### config.mk
export PLATFORM = sky130hd
export DESIGN_NAME = idle_predictor
export DESIGN_NICKNAME = d
export VERILOG_FILES = /design/src/rtl/idp_pkg.sv /design/src/rtl/idp_len_counter.sv /design/src/rtl/idp_ewma.sv /design/src/rtl/idle_predictor.sv
export SDC_FILE = /design/constraint.sdc
export NUM_CORES = 1
export LEC_CHECK = 0
export BUFFER_PORTS_ARGS = -buffer_cell sky130_fd_sc_hd__buf_4
export CORE_MARGIN = 5
export CORE_UTILIZATION = 57
export CTS_BUF_LIST = sky130_fd_sc_hd__clkbuf_4 sky130_fd_sc_hd__clkbuf_8 sky130_fd_sc_hd__clkbuf_16
export CTS_CLUSTER_DIAMETER = 80
export DETAILED_ROUTE_END_ITERATION = 8
export PLACE_DENSITY = 0.79
export SYNTH_ARGS = -nofsm -noshare
export SYNTH_HDL_FRONTEND = slang
export SYNTH_SLANG_ARGS = --single-unit
### constraint.sdc
create_clock -name clk -period 5.6 [get_ports clk]
set_input_delay 0.28 -clock clk [delete_from_list [all_inputs] [get_ports clk]]
set_output_delay 0.28 -clock clk [all_outputs]
set_load 0.05 [all_outputs]
### src/rtl/idp_pkg.sv
package idp_pkg;
    localparam int WSH = 4;               // fraction bits of the weight
    localparam int ONE = 1 << WSH;        // weight meaning 1.0
    localparam int AW  = WSH + 1;         // weight port width

    typedef struct packed {
        logic busy;
        logic armed;
        logic sd;
        logic wk;
    } ctl_t;
endpackage

### src/rtl/idp_len_counter.sv
module idp_len_counter #(
    parameter int CW = 16
) (
    input  logic          clk,
    input  logic          rst_n,
    input  logic          start_i,
    input  logic          inc_i,
    output logic [CW-1:0] cnt_d_o,
    output logic [CW-1:0] cnt_q_o
);
    localparam logic [CW-1:0] MAXV = {CW{1'b1}};

    logic [CW-1:0] cnt_d, cnt_q;

    always_comb begin
        cnt_d = cnt_q;
        if (start_i)
            cnt_d = CW'(1);
        else if (inc_i && cnt_q != MAXV)
            cnt_d = cnt_q + CW'(1);
    end

    always_ff @(posedge clk or negedge rst_n) begin
        if (!rst_n) cnt_q <= '0;
        else        cnt_q <= cnt_d;
    end

    assign cnt_d_o = cnt_d;
    assign cnt_q_o = cnt_q;

    AST_NO_WRAP: assert property (@(posedge clk) disable iff (!rst_n)
        (cnt_q == MAXV && inc_i && !start_i) |=> cnt_q == MAXV);
endmodule

### src/rtl/idp_ewma.sv
module idp_ewma
    import idp_pkg::*;
#(
    parameter int CW = 16
) (
    input  logic [AW-1:0] alpha_i,
    input  logic [CW-1:0] sample_i,
    input  logic [CW-1:0] prev_i,
    output logic [CW-1:0] next_o
);
    localparam int PW = CW + WSH + 1;

    logic [AW-1:0] w, wc;
    logic [PW-1:0] sum;

    always_comb begin
        w   = (alpha_i > AW'(ONE)) ? AW'(ONE) : alpha_i;
        wc  = AW'(ONE) - w;
        sum = PW'(w) * PW'(sample_i) + PW'(wc) * PW'(prev_i);
        next_o = CW'(sum >> WSH);
    end
endmodule

### src/rtl/idle_predictor.sv
module idle_predictor
    import idp_pkg::*;
#(
    parameter int CW = 16
) (
    input  logic          clk,
    input  logic          rst_n,
    input  logic          busy_i,
    input  logic          thr_mode_i,
    input  logic          wake_pred_en_i,
    input  logic [4:0]    alpha_i,
    input  logic [CW-1:0] break_even_i,
    input  logic [CW-1:0] act_thresh_i,
    output logic          shutdown_req_o,
    output logic          wake_req_o,
    output logic [CW-1:0] pred_o
);
    ctl_t          ctl_d, ctl_q;
    logic [CW-1:0] pred_d, pred_q, pred_upd;
    logic [CW-1:0] idle_d, idle_q, act_d, act_q;
    logic          idle_start, idle_end, decide, arm_now, fire;

    assign idle_start = !busy_i && ctl_q.busy;
    assign idle_end   = busy_i && !ctl_q.busy;

    idp_len_counter #(.CW(CW)) u_idle (
        .clk(clk), .rst_n(rst_n), .start_i(idle_start), .inc_i(!busy_i),
        .cnt_d_o(idle_d), .cnt_q_o(idle_q));

    idp_len_counter #(.CW(CW)) u_act (
        .clk(clk), .rst_n(rst_n), .start_i(idle_end), .inc_i(busy_i),
        .cnt_d_o(act_d), .cnt_q_o(act_q));

    idp_ewma #(.CW(CW)) u_ewma (
        .alpha_i(alpha_i), .sample_i(idle_q), .prev_i(pred_q), .next_o(pred_upd));

    always_comb begin
        decide  = thr_mode_i ? (act_q < act_thresh_i) : (pred_q > break_even_i);
        arm_now = idle_start && decide && wake_pred_en_i;
        fire    = !busy_i && (ctl_q.armed || arm_now) && (idle_d == pred_q);

        ctl_d.busy  = busy_i;
        ctl_d.sd    = idle_start && decide;
        ctl_d.wk    = idle_end || fire;
        ctl_d.armed = (ctl_q.armed || arm_now) && !busy_i && !fire;
        pred_d      = idle_end ? pred_upd : pred_q;
    end

    always_ff @(posedge clk or negedge rst_n) begin
        if (!rst_n) begin
            ctl_q  <= '{busy: 1'b1, armed: 1'b0, sd: 1'b0, wk: 1'b0};
            pred_q <= '0;
        end else begin
            ctl_q  <= ctl_d;
            pred_q <= pred_d;
        end
    end

    assign shutdown_req_o = ctl_q.sd;
    assign wake_req_o     = ctl_q.wk;
    assign pred_o         = pred_q;

    AST_PRED_HELD: assert property (@(posedge clk) disable iff (!rst_n)
        !(busy_i && !ctl_q.busy) |=> $stable(pred_o));
    AST_SHDN_EST: assert property (@(posedge clk) disable iff (!rst_n)
        (shutdown_req_o && !$past(thr_mode_i)) |-> $past(pred_o) > $past(break_even_i));
    AST_SHDN_THR: assert property (@(posedge clk) disable iff (!rst_n)
        (shutdown_req_o && $past(thr_mode_i)) |-> $past(act_q) < $past(act_thresh_i));
    AST_SHDN_AT_START: assert property (@(posedge clk) disable iff (!rst_n)
        shutdown_req_o |-> ($past(!busy_i) && !ctl_q.busy));
    AST_WAKE_ON_ACT: assert property (@(posedge clk) disable iff (!rst_n)
        (busy_i && !ctl_q.busy) |=> wake_req_o);
    AST_WAKE_PRED_IDLE: assert property (@(posedge clk) disable iff (!rst_n)
        (wake_req_o && !$past(busy_i)) |-> $past(wake_pred_en_i));
endmodule

Yosys cells after proc, flatten, opt, wreduce, memory -nomap -nowiden
Index checks and enable logic that the tools add are counted.
{"block": "classes", "add_sub_neg": 4, "mul": 2, "n_lt_le_gt_ge": 3, "n_eq_ne": 3, "muxes": 6, "reduce_logical": 15}
{"operator": "16-bit two-way mux", "count": 4}
{"operator": "5-bit by 16-bit multiplier with 20-bit output", "count": 2}
{"operator": "16-bit by 1-bit adder with 16-bit output (second input constant)", "count": 2}
{"operator": "16-bit inequality test (second input constant)", "count": 2}
{"operator": "20-bit adder", "count": 1}
{"operator": "16-bit equality test", "count": 1}
{"operator": "16-bit > comparator", "count": 1}
{"operator": "16-bit less-than comparator", "count": 1}
{"operator": "1-bit logical AND", "count": 9}
{"operator": "5-bit > comparator (second input constant)", "count": 1}
{"operator": "5-bit two-way mux", "count": 1}
{"operator": "5-bit subtractor (first input constant)", "count": 1}
{"operator": "1-bit logical NOT", "count": 3}
{"operator": "1-bit logical OR", "count": 2}
{"operator": "2-bit nonzero test", "count": 1}
{"operator": "1-bit two-way mux", "count": 1}
{"block": "word_totals", "reg_bits": 52, "out_inout_bits": 18, "elab_cells": 40}

Logic depth before layout (Yosys ltp)
Gate-level depths: netlist of the first run.
{"block": "depth", "ltp_word": 9, "ltp_mapped": 27, "depth_no_buf": 24}

By module
From an unflattened synthesis of the first run, not the netlist that was laid out.
{"block": "unflattened", "cells_unflattened": 942, "area_unflattened_um2": 8401.8}
{"module": "idp_ewma", "instances": 1, "cells_each": 576, "area_per_inst_um2": 4914.7, "seq_area_each_um2": 0.0}
{"module": "idp_len_counter", "instances": 2, "cells_each": 93, "area_per_inst_um2": 887.1, "seq_area_each_um2": 400.4}
{"module": "idle_predictor", "instances": 1, "cells_each": 180, "area_per_inst_um2": 1712.9, "seq_area_each_um2": 501.7}

Worst setup path after synthesis of the first run
No wires, ideal clock.
{"block": "synth_timing", "path_type": "input to register", "startpoint": "in alpha_i[1]", "endpoint": "reg pred_q[11], in the netlist pred_o[11]", "setup_time_ns": 0.069, "arrival_time_ns": 6.306, "setup_slack_ns": -0.775, "cell_stages": 24, "path_buffers": 3, "cell_sequence": "nor2b_1 clkbuf_1 clkbuf_1 inv_1 ha_1 xnor2_1 clkbuf_1 nand2_1 fa_1 fa_1 fa_1 inv_1 fa_1 inv_1 fa_1 inv_1 ha_1 nand4b_1 o211ai_2 o221ai_1 o21ai_1 a31oi_1 or4_1 nand3_1"}
{"block": "synth_via", "elab_chain_cells": 5, "word_cells_on_any_way": 6, "cone_classes": "add/sub (2); mul (2); order compare (1); mux (1)"}
{"element": "start, declared", "line": "idle_predictor.sv:11", "source": "input logic [4:0] alpha_i,"}
{"element": "5-bit > comparator", "line": "idp_ewma.sv:17", "source": "w = (alpha_i > AW'(ONE)) ? AW'(ONE) : alpha_i;"}
{"element": "5-bit two-way mux *", "line": "idp_ewma.sv:17"}
{"element": "5-bit subtractor", "line": "idp_ewma.sv:18", "source": "wc = AW'(ONE) - w;"}
{"element": "5-bit by 16-bit multiplier with 20-bit output", "line": "idp_ewma.sv:19", "source": "sum = PW'(w) * PW'(sample_i) + PW'(wc) * PW'(prev_i);"}
{"element": "20-bit adder *", "line": "idp_ewma.sv:19"}
{"element": "end signal, assigned", "line": "idle_predictor.sv:55", "source": "pred_q <= pred_d;"}
{"element": "end, declared", "line": "idle_predictor.sv:19", "source": "logic [CW-1:0] pred_d, pred_q, pred_upd;"}
Every way passes the cells marked *; elsewhere a longest branch is shown, timed or not.
A chain may end at the register's enable or synchronous reset.

Worst setup path in the final report of the first run
{"block": "layout_timing", "startpoint": "in alpha_i[0]", "endpoint": "reg pred_q[11], in the netlist pred_o[11]"}
The elaborated chain is that of the path after synthesis.

==> run summary, run 1 <==
Among the stages of the critical path, the cell type that occurs most often is sky130_fd_sc_hd__fa_1. For the leakage power total, the log shows 0.00519 uW. Measured against its own limit, the worst slew margin works out to 33.6%.

Based on the critical path, the design can be clocked at up to 182 MHz. Data on the critical path is required at its endpoint by 5840 ps. The tools report the iteration-0 DRC count of the detailed router as 647.

The combinational family with the most area after synthesis was adder cells. Clock tree synthesis selected as its root buffer the cell sky130_fd_sc_hd__clkbuf_16. The tools report the initial antenna violation count as 0. The net count of the finished layout is 1365. The peak fanout along the critical path works out to 4.

The proportion of synthesized area in mux cells was 1.06%; the net count after synthesis was 1278. The first global-routing pass estimated 39500 microns of wire. The fraction of layout cells with a size suffix above 1 was 19.2%. The library cell used most frequently in the layout, excluding fill and tap cells, is sky130_fd_sc_hd__inv_1.

Detailed routing inserted a total of 7668 vias. The floorplan has 45 rows. For the synthesized area, the log shows 8850 sq um.

The number of synthesized flops with an enable pin works out to 0. The share of flip-flops with an asynchronous set or reset after synthesis came out at 100%. During I/O placement, the number of pins put on the boundary was 60.

Final routed wirelength across all metal layers: 24000 microns. In this run, synthesis produced a sequential element count of 52. The run finished with clean final reports. The share of the synthesized netlist area taken by xor and xnor gates was 3.36%. Internal reg-to-reg setup slack: 340 ps. Dividing total power by cell area gives a power density of 153 nW/um^2.

Across the run, the number of max-cap violations was 0. Global routing used 27.1% of the available tracks across all layers. For this run, the slowest stage of the critical path takes 540 ps. The clock period could shrink to 5500 ps.

The clock tree synthesis step divided the H-tree into 2 levels. The area share of fa/ha/maj cells after synthesis was 36.0%; the number of buffers inserted during clock tree synthesis was 5. 0 antenna diodes ended up in the layout. For this run the aggregate overflow at the end of global routing stands at 0.

The tools report the maximum number of pins on one net before global-route repair as 53. TritonCTS built the clock tree. The tools report the post-route standard cell area excluding fillers as 10400 sq um.

The library cells used most frequently in the layout, excluding fill and tap cells, are sky130_fd_sc_hd__inv_1, sky130_fd_sc_hd__buf_4, sky130_fd_sc_hd__nand2_1, sky130_fd_sc_hd__fa_1, sky130_fd_sc_hd__and2_1. At the pin with the least slew margin, the transition time is 983 ps. For this run, design rule violations remaining after detail routing come to 0. After clock tree synthesis, the flow added hold-fix buffers numbering 0. The synthesized instance count was 1050; the width of the die was 135 microns.

At the end of routability-driven placement, the weighted congestion stood at 0.922. For the worst setup path, the data arrival time is 5740 ps. The signal on the critical path passes through buf_6 > nor2b_4 > inv_2 > ha_4 > nand2_4 > mux2i_4 > buf_6 > nand2_4 > fa_1 > fa_1 > fa_1 > inv_2 > fa_1 > inv_2 > fa_1 > inv_2 > ha_4 > nand4b_1 > o211ai_4 > o221ai_4 > o21ai_2 > a31oi_2 > or4_1 > nand3_1.

The cell family contributing the most delay on the critical path is adder cells. Counting both buffers and inverters, the worst setup path holds a total of 6. Once placement finished, the instance area stood at 9880 sq um. For the final database, setup skew stands at 10.7 ps. The worst vdd rail ir drop was 0.145 mV; the final max-slew violation count was 0. Counting the fill cells in the layout gives 1189. The worst setup path is launched from an input pin.

The number of library cell types mapped by synthesis was 73; the starting density of the core was 58.2%. In the final timing run, aggregate negative setup slack is 0 ps. The critical path capture point type was a flop. The total number of yosys warnings is 0, and the height of the chip is 135 microns. The via count of the first global-routing pass is 8109, and the mean instance size in the synthesized netlist is 8.43 sq um. The area fraction in compound gates after synthesis is 10.0%, and the worst-case hold slack is 30.3 ps.

The critical path class was in -> reg. The count of nets left with antenna violations once routing finished came out at 0. The tightest min-delay check is of the in -> async type. For this run, the leading register cell type out of synthesis is sky130_fd_sc_hd__dfrtp_1. The region available for standard cell placement spans 15200 sq um. The part of the cycle the worst path needs was 98.2%.

The clock reaches the later pin of the worst-skew pair after 310 ps. The clock slew at the register clock pins of the worst setup and hold paths was 70 ps. After Yosys synthesis, and, or, nand and nor cells account for 23.6% of the synthesized area. Setup violations remaining at the end of the flow were counted as 0. The die covers 18100 sq um. Dividing the detail-routed via count by the number of cells gives 5.78.

The run gives 0 as the final count of hold timing violations. Summed over all nets, the half-perimeter wirelength after detailed placement is 18300 microns. The maximum clock insertion buffer count is 2, and the number of detailed-route iterations in the first pass is 5.

Sequential area share after synthesis: 14.7%. Average wire per cell in the routed design: 18.1 microns. Among all stages on the critical path, the largest delay is contributed by sky130_fd_sc_hd__fa_1. Buffers placed on the I/O ports in this run total 59.

The relative area change from synthesis to final layout was 17.2%. CTS saw 52 sinks.
final cells by class:
| cell class | instances | area [sq um] | area share, % |
|---|---|---|---|
| flip-flops and latches | 52 | 1300 | 12.6 |
| repair buffers | 133 | 1070 | 10.3 |
| multi-input cells | 749 | 6880 | 66.3 |
| well taps | 188 | 235 | 2.27 |
| clock inverters | 2 | 16.3 | 0.157 |
| clock buffers | 6 | 133 | 1.28 |
| inverters | 196 | 738 | 7.12 |
registers in the layout, summed over array words and instances, names as in the netlist:
signal,cells
ctl_q,2
pred_o,16
shutdown_req_o,1
u_act.cnt_q_o,16
u_idle.cnt_q_o,16
wake_req_o,1
cells by family after synthesis:
logic type | count (synthesis)
mux | 9
compound gates | 135
buf+inv | 249
simple gates | 385
fa+ha+maj | 186
flops | 52
xor+xnor | 34
Yosys cell counts (4+ instances only):
master | count | share of area, %
sky130_fd_sc_hd__a211oi_1 | 5 | 0.42
sky130_fd_sc_hd__o31ai_1 | 6 | 0.51
sky130_fd_sc_hd__o211ai_1 | 7 | 0.59
sky130_fd_sc_hd__a21oi_1 | 30 | 1.7
sky130_fd_sc_hd__nor2_1 | 40 | 1.7
sky130_fd_sc_hd__nor3_1 | 11 | 0.62
sky130_fd_sc_hd__xnor2_1 | 14 | 1.4
sky130_fd_sc_hd__a31oi_1 | 5 | 0.35
sky130_fd_sc_hd__buf_2 | 8 | 0.45
sky130_fd_sc_hd__and2_1 | 85 | 6.0
sky130_fd_sc_hd__nor3b_1 | 7 | 0.59
sky130_fd_sc_hd__inv_1 | 196 | 8.3
sky130_fd_sc_hd__clkbuf_1 | 36 | 1.5
sky130_fd_sc_hd__mux2i_1 | 6 | 0.68
sky130_fd_sc_hd__o21ai_0 | 40 | 2.3
sky130_fd_sc_hd__and4_1 | 6 | 0.59
sky130_fd_sc_hd__ha_1 | 71 | 10
sky130_fd_sc_hd__nor4_1 | 4 | 0.28
sky130_fd_sc_hd__buf_6 | 5 | 0.64
sky130_fd_sc_hd__fa_1 | 115 | 26
sky130_fd_sc_hd__and3_1 | 12 | 0.85
sky130_fd_sc_hd__xor2_1 | 20 | 2.0
sky130_fd_sc_hd__nand3_1 | 21 | 1.2
sky130_fd_sc_hd__nand2b_1 | 4 | 0.28
sky130_fd_sc_hd__nand4_1 | 19 | 1.3
sky130_fd_sc_hd__dfrtp_1 | 51 | 14
sky130_fd_sc_hd__nand4b_1 | 4 | 0.40
sky130_fd_sc_hd__or4_1 | 5 | 0.42
sky130_fd_sc_hd__nand2_1 | 127 | 5.4
sky130_fd_sc_hd__nor2b_1 | 14 | 0.99
sky130_fd_sc_hd__or3_1 | 6 | 0.42
sky130_fd_sc_hd__a21o_1 | 7 | 0.59
layer usage:
metal	up-vias	wire length (microns)	global-route usage (%)	share of wire (%)
li1	3550	-	-	-
met1	3711	9480	34.2	40
met2	326	11900	47.4	50
met3	81	1580	3.84	6.6
met4	0	986	10.1	4.1
met5	-	0	0	0
stage by stage:
| stage | worst slack (ps) | total power [uW] | instances | util [%] |
|---|---|---|---|---|
| after floorplan | -130 | 945 | 1050 | - |
| after global placement | -223 | 1180 | 1307 | 65.0 |
| after detailed placement | -443 | 1210 | 1307 | 65.0 |
| after CTS | 10.7 | 1540 | 1317 | 66.2 |
| after global routing | -72.1 | 1700 | 1326 | 68.2 |
| final | 103 | 1590 | 1326 | 68.2 |
report_power, final:
group          internal (uW)  switching (uW)
sequential               400            42.1
combinational            352             462
clock                    172             158
final timing paths:
kind                                         startpoint                            to  cells after the start
max                                          alpha_i[0]        pred_o[11]$_DFFE_PN0P_                     24
min                                               rst_n  u_act.cnt_q_o[5]$_DFFE_PN0P_                      1
max reg2reg                      pred_o[11]$_DFFE_PN0P_        pred_o[15]$_DFFE_PN0P_                     19
min reg2reg                u_act.cnt_q_o[1]$_DFFE_PN0P_  u_act.cnt_q_o[1]$_DFFE_PN0P_                      2
max in group asynchronous                         rst_n         pred_o[3]$_DFFE_PN0P_                      1
min in group clk                                 busy_i            ctl_q[3]$_DFF_PN1_                      1
what timing repair did:
| action | CTS | global route |
|---|---|---|
| gates cloned | 0 | 2 |
| buffers inserted | 2 | 8 |
| pin swaps | 4 | 37 |
| gates resized for setup | 6 | 54 |
| setup endpoints to repair | 2 | 10 |
Power figures use the tool's default switching activity.
==> run 2: changes to the inputs <==
Settings changed: CORE_MARGIN 5 to 3.
==> run 2 against run 1 <==
Against the previous run:
- sequential power about the same
- clock skew is 3.6 ps lower
- first-iteration DRC count down 27%
- die area fell by 5.9%
==> run summary, run 2 (synthesis results as in run 1) <==
The flow ran to the end, and the final reports show no timing, DRC or antenna violations. The pre-CTS worst setup slack was -429 ps (+14.5 ps). The width of the die is 131 microns (-3.0%), and the number of setup violations in the final report is 0 (unchanged).

The tools report the maximum level of the CTS H-tree as 2 (unchanged). For the wire length on met3, the log shows 1490 microns (-5.7%). The launch point of the worst reg-to-reg path was pred_o[11]$_DFFE_PN0P_. The required time at the endpoint of the critical path is 5840 ps (about the same), and the setup skew after layout is 7.13 ps (-3.60 ps).

The maximum number of pins on one net before global-route repair came out at 53 (unchanged). The most common cell after layout, fill and taps aside is sky130_fd_sc_hd__inv_1. The area enclosed by the die boundary is 17100 sq um (-5.9%). The average wire per cell in the routed design was 17.6 microns (-2.7%). The worst setup path is of the in -> reg kind. Clock slew at the register clock pins of the worst setup and hold paths: 80 ps (about the same). The share of the core filled with cells was 69.1% (+0.87 points).

The clock power share was 21.9% (+1.1 points). The final routed wirelength across all metal layers was 23300 microns (-2.9%); the via total after detailed routing was 7691 (+0.30%). The fraction of layout cells with a size suffix above 1 was 18.2% (-1.0 points).

The run gives 144 ps (+40.9 ps) as the smallest setup slack after layout. The run gives 1367 (+0.15%) as the number of nets in the layout. The leakage power total is 0.00520 uW (+0.11%). In this run the worst setup path terminates at pred_o[11]$_DFFE_PN0P_. Leaving out fill and tap cells, the most frequent cells in the layout are sky130_fd_sc_hd__inv_1, sky130_fd_sc_hd__buf_4, sky130_fd_sc_hd__nand2_1, sky130_fd_sc_hd__fa_1, sky130_fd_sc_hd__and2_1. The logs give 1580 uW (-0.69%) for the total power and 9110 microns (-3.9%) for the sum of routed wire segments on met1. The iteration-0 DRC count of the detailed router was 474 (-27%); the internal power consumption was 918 uW (-0.70%). The number of placement rows is 44 (-2.2%), and the number of cells on the worst reg-to-reg path is 18 (-1). The met2 layer wire length in the routed design was 11800 microns (-1.1%); the first-pass GRT wire length was 38500 microns (-2.5%). CTS placed an instance of sky130_fd_sc_hd__clkbuf_16 at the clock tree root. For the final cell count without fillers, the log shows 1324 (-0.15%).

For the net switching power figure, the log shows 658 uW (-0.66%). The overflow left after global routing was 0 (unchanged); the worst-case hold slack was 5.06 ps (-25.2 ps). The final max-slew violation count came out at 0 (unchanged). Launching element type of the critical path: an input pin. In this run the top signal layer used is met4. The worst hold path belongs to the class in -> async.

The antenna diode instance count was 0 (unchanged). The max-capacitance violation count is 0 (unchanged). The data arrival time of the worst path was 5700 ps (-40 ps). For the source-to-sink clock delay at the later pin of the worst-skew pair, the log shows 300 ps (about the same).

Setup repair after global routing could not meet its margin everywhere. The number of buffers inserted for hold repair after clock tree synthesis is 0 (unchanged). For the worst slew margin relative to its limit, the log shows 48.0% (+14 points). End of the worst register-to-register path: pred_o[15]$_DFFE_PN0P_. The final count of hold timing violations is 0 (unchanged). The peak fanout along the critical path is 5 (+1). The total power divided by cell area came out at 153 nW/um^2 (+0.29%).

The transition time at the pin with the least slew margin was 781 ps (-203 ps). The final HPWL from detailed placement came out at 18300 microns (about the same). The total global routing track utilization was 28.7% (+1.6 points). The number of detailed-route iterations in the first pass was 5 (unchanged); the detailed-route DRC error count was 0 (unchanged). Worst vdd rail ir drop: 0.144 mV (-0.77%). The port buffer count was 59 (unchanged). TritonCTS built the clock tree. The maximum clock insertion buffer count was 2 (unchanged); the achievable clock frequency was 183 MHz (+0.75%).

The logs give 1311 (+0.31%) for the number of placed cells counting well taps and 5 (unchanged) for the number of buffers inserted during clock tree synthesis. The starting density of the core is 59.6% (+1.3 points). For the initial antenna violation count, the log shows 0 (unchanged). The switching share of total power is 41.8% (about the same). The global placement routability congestion is 0.937 (+1.7%), and the core outline area is 14900 sq um (-2.2%). The logs give 52 (unchanged) for the clock net sink count and 50.0% (-1.3 points) for the combinational fraction of design power. The part of the cycle the worst path needs was 97.4% (-0.73 points).

Post-route minimum period: 5460 ps (-40.9 ps). Compared with the post-synthesis result, the final layout area differs by 16.0%. Critical path capture point type: a flop. The critical path starts at alpha_i[0]. The register share of total power was 28.1% (+0.2 points); the height of the chip was 131 microns (-3.0%). The via-per-instance ratio is 5.81 (+0.45%), and the internal reg-to-reg setup slack is 270 ps (-70 ps). The number of I/O pins is 60 (unchanged), and the via count of the first global-routing pass is 8003 (-1.3%).

Remaining number of nets flagged by the antenna check after routing: 0 (unchanged).
run 2: layer usage:
layer  up-vias  global-route usage, %
met1      3756                   36.0
met4         0                   10.9
met5         -                      0
met2       312                   51.0
met3        75                   3.33
li1       3548                      -
run 2: worst min-delay path by stage:
stage	from	end	cells after the start
floorplan	rst_n	ctl_q[2]$_DFF_PN0_	0
global placement	rst_n	u_act.cnt_q_o[5]$_DFFE_PN0P_	1
detailed placement	rst_n	u_act.cnt_q_o[4]$_DFFE_PN0P_	1
CTS	rst_n	u_act.cnt_q_o[5]$_DFFE_PN0P_	1
global route	rst_n	u_act.cnt_q_o[4]$_DFFE_PN0P_	1
finish	rst_n	u_act.cnt_q_o[4]$_DFFE_PN0P_	1
run 2: area by class of cell:
class	count	area (sq um)
tap	184	230
fill	1147	4590
clock inverter	3	28.8
clock buffer	5	125
inverter	196	738
multi-input combinational	749	6790
timing repair buffer	135	1060
sequential	52	1300
run 2: timing repair:
action	CTS	global route
buffers inserted	0	6
pin swaps	2	32
cloned	0	0
resized for setup	4	29
setup endpoints to repair	2	10
run 2: per-stage QoR:
stage	TNS (ps)	cell area, sq um
6_report	0	10300
5_1_grt	-61.6	10300
4_1_cts	0	10100
3_5_place_dp	-2150	9960
3_3_place_gp	-865	9960
2_1_floorplan	-158	9020
run 2: power by group through the flow:
stage	Sequential (uW)	Combinational (uW)	Clock, uW
after global placement	447	745	0
after floorplan	474	471	0
after detailed placement	449	767	0
after global routing	445	869	360
final	443	787	345
after CTS	441	776	345
run 2: worst max-delay path, stage by stage:
cell and delay (ps):
sky130_fd_sc_hd__buf_4 130, sky130_fd_sc_hd__nor2b_2 160, sky130_fd_sc_hd__inv_2 70, sky130_fd_sc_hd__ha_4 180, sky130_fd_sc_hd__nand2_2 70, sky130_fd_sc_hd__mux2i_4 220, sky130_fd_sc_hd__buf_6 150, sky130_fd_sc_hd__nand2_4 40
sky130_fd_sc_hd__fa_1 530, sky130_fd_sc_hd__fa_1 450, sky130_fd_sc_hd__fa_1 520, sky130_fd_sc_hd__inv_1 50, sky130_fd_sc_hd__fa_1 480, sky130_fd_sc_hd__inv_1 50, sky130_fd_sc_hd__fa_1 490, sky130_fd_sc_hd__inv_2 50
sky130_fd_sc_hd__ha_4 270, sky130_fd_sc_hd__nand4b_1 140, sky130_fd_sc_hd__o211ai_4 310, sky130_fd_sc_hd__o221ai_4 160, sky130_fd_sc_hd__o21ai_2 200, sky130_fd_sc_hd__a31oi_2 110, sky130_fd_sc_hd__or4_1 530, sky130_fd_sc_hd__nand3_1 80
